File: src/rtl/mfp_pkg.sv
`timescale 1ns/1ps
package mfp_pkg;
  localparam int CFG_ADDR_W = 4;
  localparam int IDX_W      = CFG_ADDR_W - 1;

  typedef enum logic [1:0] {
    MODE_PP_HIGH = 2'b00,
    MODE_PP_LOW  = 2'b01,
    MODE_OD_HIGH = 2'b10,
    MODE_OD_LOW  = 2'b11
  } padMode_e;

  // strobes from the write decoder to the datapath
  typedef struct packed {
    logic             modeWr;  // idx is a mode bank
    logic             funcWr;  // idx is a pin number
    logic             commit;
    logic [IDX_W-1:0] idx;
  } cfgStrobe_t;
endpackage

File: src/rtl/mfp_ctrl.sv
`timescale 1ns/1ps
module mfp_ctrl
  import mfp_pkg::*;
#(
  parameter int NUM_PINS = 7
) (
  input  logic                  wrEn,
  input  logic [CFG_ADDR_W-1:0] wrAddr,
  input  logic                  cfgUpdate,
  output cfgStrobe_t            strb
);
  localparam int PINS_PER_BANK = 4;
  localparam int NUM_BANKS     = (NUM_PINS + PINS_PER_BANK - 1) / PINS_PER_BANK;

  logic           isFuncSpace;
  logic [IDX_W:0] idxWide;

  assign isFuncSpace = wrAddr[CFG_ADDR_W-1];
  assign idxWide     = {1'b0, wrAddr[IDX_W-1:0]};

  always_comb begin
    strb        = '0;
    strb.idx    = wrAddr[IDX_W-1:0];
    strb.commit = cfgUpdate;
    strb.funcWr = wrEn && isFuncSpace && (idxWide < (IDX_W+1)'(NUM_PINS));
    strb.modeWr = wrEn && !isFuncSpace && (idxWide < (IDX_W+1)'(NUM_BANKS));
  end
endmodule

File: src/rtl/mfp_datapath.sv
`timescale 1ns/1ps
module mfp_datapath
  import mfp_pkg::*;
#(
  parameter int NUM_PINS   = 7,
  parameter int NUM_STATUS = 16,
  parameter int NUM_CTRL   = 8,
  parameter int SEL_W      = 7
) (
  input  logic                  clk,
  input  logic                  rstN,
  input  cfgStrobe_t            strb,
  input  logic [SEL_W:0]        wrData,
  input  logic [NUM_STATUS-1:0] statusIn,
  input  logic [NUM_PINS-1:0]   padIn,
  output logic [NUM_PINS-1:0]   padOut,
  output logic [NUM_PINS-1:0]   padOe,
  output logic [NUM_CTRL-1:0]   ctrlOut
);
  localparam int FUNC_W        = SEL_W + 1;
  localparam int PINS_PER_BANK = 4;
  localparam int SEL_SPAN      = 2 ** SEL_W;
  localparam logic [FUNC_W-1:0] FUNC_RESET = {1'b0, {SEL_W{1'b1}}};

  padMode_e            stgMode [NUM_PINS];
  padMode_e            actMode [NUM_PINS];
  logic [FUNC_W-1:0]   stgFunc [NUM_PINS];
  logic [FUNC_W-1:0]   actFunc [NUM_PINS];
  logic [NUM_PINS-1:0] quiet, touchFunc, touchMode;
  logic [NUM_PINS-1:0] syncA, syncB;
  logic [SEL_SPAN-1:0] statusWide;

  assign statusWide = {{(SEL_SPAN-NUM_STATUS){1'b0}}, statusIn};

  always_comb begin
    for (int p = 0; p < NUM_PINS; p++) begin
      touchFunc[p] = strb.funcWr && (strb.idx == IDX_W'(p));
      touchMode[p] = strb.modeWr && (strb.idx == IDX_W'(p / PINS_PER_BANK));
    end
  end

  // staging, live copy and quiet flags
  always_ff @(posedge clk) begin
    if (!rstN) begin
      for (int p = 0; p < NUM_PINS; p++) begin
        stgMode[p] <= MODE_PP_HIGH;
        actMode[p] <= MODE_PP_HIGH;
        stgFunc[p] <= FUNC_RESET;
        actFunc[p] <= FUNC_RESET;
      end
      quiet <= '0;
    end else begin
      for (int p = 0; p < NUM_PINS; p++) begin
        if (touchFunc[p]) stgFunc[p] <= wrData;
        if (touchMode[p]) stgMode[p] <= padMode_e'(wrData[2*(p%PINS_PER_BANK) +: 2]);
        if (strb.commit) begin
          actMode[p] <= stgMode[p];
          actFunc[p] <= stgFunc[p];
        end
        if (touchFunc[p] || touchMode[p]) quiet[p] <= 1'b1;
        else if (strb.commit)             quiet[p] <= 1'b0;
      end
    end
  end

  // two-stage input synchronizer
  always_ff @(posedge clk) begin
    if (!rstN) begin
      syncA <= '0;
      syncB <= '0;
    end else begin
      syncA <= padIn;
      syncB <= syncA;
    end
  end

  // output drive
  always_comb begin
    for (int p = 0; p < NUM_PINS; p++) begin
      logic isMon, asserted;
      isMon    = actFunc[p][FUNC_W-1] && !quiet[p];
      asserted = isMon && statusWide[actFunc[p][SEL_W-1:0]];
      unique case (actMode[p])
        MODE_PP_HIGH: begin padOe[p] = isMon;    padOut[p] = asserted;          end
        MODE_PP_LOW:  begin padOe[p] = isMon;    padOut[p] = isMon && !asserted; end
        MODE_OD_HIGH: begin padOe[p] = asserted; padOut[p] = isMon;             end
        MODE_OD_LOW:  begin padOe[p] = asserted; padOut[p] = 1'b0;              end
        default:      begin padOe[p] = 1'b0;     padOut[p] = 1'b0;              end
      endcase
    end
  end

  // input combiner
  always_comb begin
    for (int f = 0; f < NUM_CTRL; f++) begin
      logic anyPin, andOk, orUsed, orHit;
      anyPin = 1'b0;
      andOk  = 1'b1;
      orUsed = 1'b0;
      orHit  = 1'b0;
      for (int p = 0; p < NUM_PINS; p++) begin
        if (!actFunc[p][FUNC_W-1] && !quiet[p] &&
            actFunc[p][SEL_W-1:0] == SEL_W'(f)) begin
          anyPin = 1'b1;
          if (actMode[p][1]) begin
            orUsed = 1'b1;
            orHit  = orHit | (syncB[p] ^ actMode[p][0]);
          end else begin
            andOk  = andOk & (syncB[p] ^ actMode[p][0]);
          end
        end
      end
      ctrlOut[f] = anyPin && andOk && (!orUsed || orHit);
    end
  end
endmodule

File: src/rtl/mfp_pins.sv
`timescale 1ns/1ps
module mfp_pins
  import mfp_pkg::*;
#(
  parameter int NUM_PINS   = 7,
  parameter int NUM_STATUS = 16,
  parameter int NUM_CTRL   = 8,
  parameter int SEL_W      = 7
) (
  input  logic                  clk,
  input  logic                  rstN,
  input  logic                  wrEn,
  input  logic [CFG_ADDR_W-1:0] wrAddr,
  input  logic [SEL_W:0]        wrData,
  input  logic                  cfgUpdate,
  input  logic [NUM_STATUS-1:0] statusIn,
  input  logic [NUM_PINS-1:0]   padIn,
  output logic [NUM_PINS-1:0]   padOut,
  output logic [NUM_PINS-1:0]   padOe,
  output logic [NUM_CTRL-1:0]   ctrlOut
);
  cfgStrobe_t strb;

  mfp_ctrl #(.NUM_PINS(NUM_PINS)) u_ctrl (
    .wrEn(wrEn), .wrAddr(wrAddr), .cfgUpdate(cfgUpdate), .strb(strb)
  );

  mfp_datapath #(
    .NUM_PINS(NUM_PINS), .NUM_STATUS(NUM_STATUS),
    .NUM_CTRL(NUM_CTRL), .SEL_W(SEL_W)
  ) u_dp (
    .clk(clk), .rstN(rstN), .strb(strb), .wrData(wrData),
    .statusIn(statusIn), .padIn(padIn),
    .padOut(padOut), .padOe(padOe), .ctrlOut(ctrlOut)
  );
endmodule

File: config.mk
export PLATFORM = sky130hd
export DESIGN_NAME = mfp_pins
export DESIGN_NICKNAME = d
export VERILOG_FILES = /design/src/rtl/mfp_pkg.sv /design/src/rtl/mfp_ctrl.sv /design/src/rtl/mfp_datapath.sv /design/src/rtl/mfp_pins.sv
export SDC_FILE = /design/constraint.sdc
export NUM_CORES = 1
export LEC_CHECK = 0
export ABC_AREA = 1
export CELL_PAD_IN_SITES_DETAIL_PLACEMENT = 1
export CELL_PAD_IN_SITES_GLOBAL_PLACEMENT = 1
export CORE_MARGIN = 5
export CORE_UTILIZATION = 47
export DETAILED_ROUTE_END_ITERATION = 6
export DONT_BUFFER_PORTS = 1
export PLACE_DENSITY_LB_ADDON = 0.1
export SYNTH_ARGS = -nofsm -noshare
export SYNTH_HDL_FRONTEND = slang
export SYNTH_SLANG_ARGS = --single-unit
File: constraint.sdc
create_clock -name clk -period 2.6 [get_ports clk]
set_input_delay 0.52 -clock clk [delete_from_list [all_inputs] [get_ports clk]]
set_output_delay 0.52 -clock clk [all_outputs]
set_load 0.02 [all_outputs]
# Yosys cells after proc, flatten, opt, wreduce, memory -nomap -nowiden
# Memory sizes are Yosys's and may differ from the RTL's.
# Cells that the tools add are included.
# Widths: inputs -> output; s select.
# classes
n_lt_le_gt_ge,9
reduce_logical,194
n_eq_ne,76
bitwise,131
n_mux,466
# ops
cell,n
$mux 1,417
$eq 7x3->1 const B,28
$logic_and 1x1->1,113
$mux 8,14
$eq 7x2->1 const B,14
$or 1x1->1,76
$lt 7x8->1 const B,7
$bmux 1 s7,7
$eq 7x1->1 const B,7
$logic_not 7->1,7
$and 1x1->1,48
$logic_not 1->1,30
$eq 2x2->1 const B,14
$mux 2,14
$pmux 1 s4,7
$reduce_or 2->1,14
$logic_or 1x1->1,15
$eq 2x1->1 const B,7
$logic_not 2->1,7
$pmux 1 s2,7
$reduce_bool 2->1,7
$eq 3x3->1 const B,3
$xor 1x1->1,7
$eq 3x2->1 const B,2
other kinds (4),4
# totals
register_bits,21
mem_bits_rw,140
mem_count,4
elab_cells,889
output_inout_bits,22
input_bits,39
# mem_list
memory,depth,width,read_ports,rd_clocked_by_memory_dff,wr,line,text
u_dp.actFunc,7,8,7,0,7,mfp_datapath.sv:28,logic [FUNC_W-1:0] actFunc [NUM_PINS];
u_dp.stgFunc,7,8,7,0,7,mfp_datapath.sv:27,logic [FUNC_W-1:0] stgFunc [NUM_PINS];
u_dp.actMode,7,2,7,0,7,mfp_datapath.sv:26,padMode_e actMode [NUM_PINS];
u_dp.stgMode,7,2,7,0,7,mfp_datapath.sv:25,padMode_e stgMode [NUM_PINS];

# Logic depth before layout (Yosys ltp)
# An unclocked memory read counts as a cell.
# logic_depth
word_depth,25
mapped_depth,13

# By module
# Synthesis repeated with hierarchy kept, for this count alone.
# hier_totals
cells_unflattened,1485
area_unflattened_um2,10321.1
# modules_own_cells
mod,area_each_um2,n_inst,seq_area_each_um2,cells_per_inst
mfp_datapath,10248.6,1,4624.4,1470
mfp_ctrl,72.6,1,0.0,15

# Worst setup path before layout
# No wires, ideal clock.
# synth_path
path_kind,in2reg
from,input port rstN
to,"memory u_dp.actFunc[0][0] in the netlist's numbering, enable pin"
path_stages,3
arrival_time_ns,1.810
slack_ns,0.392
t_required_ns,2.202
path_cell_list,inv_1 > clkbuf_1 > or2_2
# synth_rtl
element,line,text
"start, declared",mfp_pins.sv:11,"input logic rstN,"
"end, declared",mfp_datapath.sv:28,

==> results.sh <==
export IMPL_post_route_cell_area_sq_um=13200
export IMPL_p_leak_nw=6.15
export IMPL_final_net_count=1651
export IMPL_fin_ws_ns=-0.224
export IMPL_wire_per_inst_um=26.0
export IMPL_cts_buffers=17
export IMPL_start_util=0.477
export IMPL_skew_ns=0.00921
export IMPL_grt_pass1_vias=11000
export IMPL_register_area_sq_um=4630
export IMPL_synthDominantCellAreaShare=0.405
export IMPL_hpwl_um=31600
export IMPL_hold_worst_slack_ns=0.192
export IMPL_synthCells=1495
export IMPL_multiInputGateArea_sq_um=5520
export IMPL_drive_gt1_frac=0.298
export IMPL_synth_area_sq_um=10400
export IMPL_fin_crit_ns=2.82
export IMPL_routed_wl_um=49600
export IMPL_max_slew_worst_pin_slew_ns=0.730
export IMPL_n_fill_cell=2709
export IMPL_met1_length_um=18000
export IMPL_total_power_w=0.00689
export IMPL_synth_net_count=1534
export IMPL_hold_buffers=0
export IMPL_start_kind="flop"
export IMPL_clock_latency_ns=0.45
export IMPL_placed_cell_area_sq_um=11100
export IMPL_critPathSlowestCell="edfxtp_1"
export IMPL_topRoutingLayerUsed="met4"
export IMPL_via_per_inst=6.00
export IMPL_cts_tree="yes"
export IMPL_setup_tns_ns=-0.919
export IMPL_num_rows=54
export IMPL_area_growth_pct=26.9
export IMPL_clk_transition_reported_paths_ns=0.08
export IMPL_setup_viol=15
export IMPL_vias=11400
export IMPL_r2r_setup_slack_ns=1.41
export IMPL_syn_area_per_cell_sq_um=6.94
export IMPL_post_route_period_util=1.09
export IMPL_outcome="finished, violations left"
export IMPL_gp_congestion=0.957
export IMPL_synthTopCellsByArea="edfxtp_1 41%, nand2_1 19%, nor2_1 7.6%"
export IMPL_synth_top_cell_by_area="edfxtp_1"
export IMPL_criticalPathCategory="reg -> out"
export IMPL_firstDrtPassIters=6
export IMPL_max_cap_viol_count=0
export IMPL_violations="negative setup slack"
export IMPL_gr_total_overflow=0
export IMPL_n_antenna_cell=0
export IMPL_ir_drop_v=0.000472
export IMPL_clock_path_buffers=2
export IMPL_die_w_um=159
export IMPL_layout_common_cells="493 x nand2_1, 159 x nor2_1, 140 x edfxtp_1"
export IMPL_synth_seq_area_share=0.446
export IMPL_pin_count=61
export IMPL_die_h_um=159
export IMPL_required_ns=2.08
export IMPL_root_buffer="clkbuf_16"
export IMPL_path_cells="inv_2, nor2_4, inv_2, nor2_4, buf_4, nand3_1, nand2_1, nor2_1, nand2_1, nand3_1, nand2_1, inv_2"
export IMPL_hold_viol=0
export IMPL_clock_sinks=161
export IMPL_ys_warnings_count=0
export IMPL_core_sq_um=21800
export IMPL_drv_slew=0
export IMPL_worstPathArrival_ns=2.30
export IMPL_dr_wl_met2_um=23900
export IMPL_ys_ff_latch=161
export IMPL_synth_cell_types=33
export IMPL_p_per_area_nw_per_um2=523
export IMPL_route_met3_wl_um=4610
export IMPL_die_area_sq_um=25200
export IMPL_ant_nets=0
export IMPL_slowest_delay_ns=0.49
export IMPL_drt_iter0_drc=1218
export IMPL_htree_levels=4
export IMPL_grt_setup_unrepaired="yes"
export IMPL_port_buffers=0
export IMPL_antenna_found_initial=0
export IMPL_fmax_mhz=354
export IMPL_grt_total_usage=0.349
export IMPL_relSlewSlack=0.512
export IMPL_end_kind="output pin"
export IMPL_grt_max_degree=49
export IMPL_drc_errors=0
export IMPL_final_common_cell="nand2_1"
export IMPL_grt_pass1_wl_um=65000
export IMPL_hp_class="in -> reg"
export IMPL_path_max_fanout=6
==> what timing repair did <==
action                                  in CTS  in global routing
gates cloned                                 1                  4
pin swaps                                   24                 72
endpoints found under the setup margin      18                 21
setup buffers                               30                 40
resized for setup                          102                168
==> area by class of cell <==
type / count / share of cell area
well taps: 280 / 0.0266
repair buffers: 139 / 0.0974
inverters: 209 / 0.0606
multi-input cells: 1083 / 0.419
clock buffers: 17 / 0.0323
repair inverters: 1 / 0.000570
clock inverters: 15 / 0.0123
flip-flops and latches: 161 / 0.351
==> flip-flops by register name, indices dropped and copies added (netlist names) <==
register      flops
u_dp.actMode     14
u_dp.stgFunc     56
u_dp.actFunc     56
u_dp.quiet        7
u_dp.syncA        7
u_dp.stgMode     14
u_dp.syncB        7
==> power breakdown <==
part           internal (W)  leakage [nW]  switching [W]  total, W
Sequential          0.00297          1.52       0.000127   0.00310
Combinational      0.000367          4.35       0.000806   0.00117
Clock               0.00129         0.283        0.00133   0.00262
Total               0.00462          6.15        0.00227   0.00689
==> worst max-delay path: cells and delay by family, from the launching register on <==
kind	cells	cell delay, ns
buf+inv	4	0.44
simple gates	8	0.91
flops	1	0.49
==> Yosys cell counts <==
library cell / n
a21boi_1: 7
a21oi_1: 4
a31oi_1: 1
buf_1: 1
buf_2: 16
buf_4: 2
buf_6: 1
clkbuf_1: 21
clkbuf_8: 1
clkinv_1: 2
clkinv_2: 2
dfxtp_1: 21
edfxtp_1: 140
inv_1: 152
inv_2: 53
nand2_1: 535
nand2_2: 1
nand3_1: 151
nand4_1: 33
nor2_1: 210
nor2_2: 32
nor2_4: 5
nor3_1: 8
nor3_2: 4
nor3_4: 1
o211ai_1: 2
o21ai_0: 16
o21ai_1: 16
or2_2: 51
xnor2_1: 1
xnor2_2: 1
xor2_1: 2
xor2_2: 2
==> logic make-up after synthesis <==
kind of cell	after synthesis	share of synthesized area
AND/OR/NAND/NOR	1031	0.427
AO/OA/AOI/OAI	46	0.0245
XOR/XNOR	6	0.00723
buffers and inverters	251	0.0953
flip-flops	161	0.446
==> per-layer routing <==
layer / up-vias / global-route usage
li1: 4933 / -
met4: 0 / 0.147
met5: - / 0
met3: 243 / 0.0584
met2: 763 / 0.598
met1: 5492 / 0.435
==> path summary, 6_finish.rpt <==
kind                       start       endpoint  depth (start not counted)
max          u_dp.actFunc[0][18]     ctrlOut[7]                         12
min                     padIn[1]  u_dp.syncA[1]                          2
max reg2reg        u_dp.quiet[6]  u_dp.quiet[6]                          3
min reg2reg        u_dp.syncA[4]  u_dp.syncB[4]                          2
==> metrics by stage <==
step,util,setup slack (ns),instances
3_3_place_gp,0.509,0.0162,1799
3_5_place_dp,0.509,-0.00437,1799
4_1_cts,0.562,-0.0112,1862
5_1_grt,0.606,-0.282,1905
6_report,0.606,-0.224,1905
2_1_floorplan,-,0.392,1495
(Power assumes the default switching activity.)
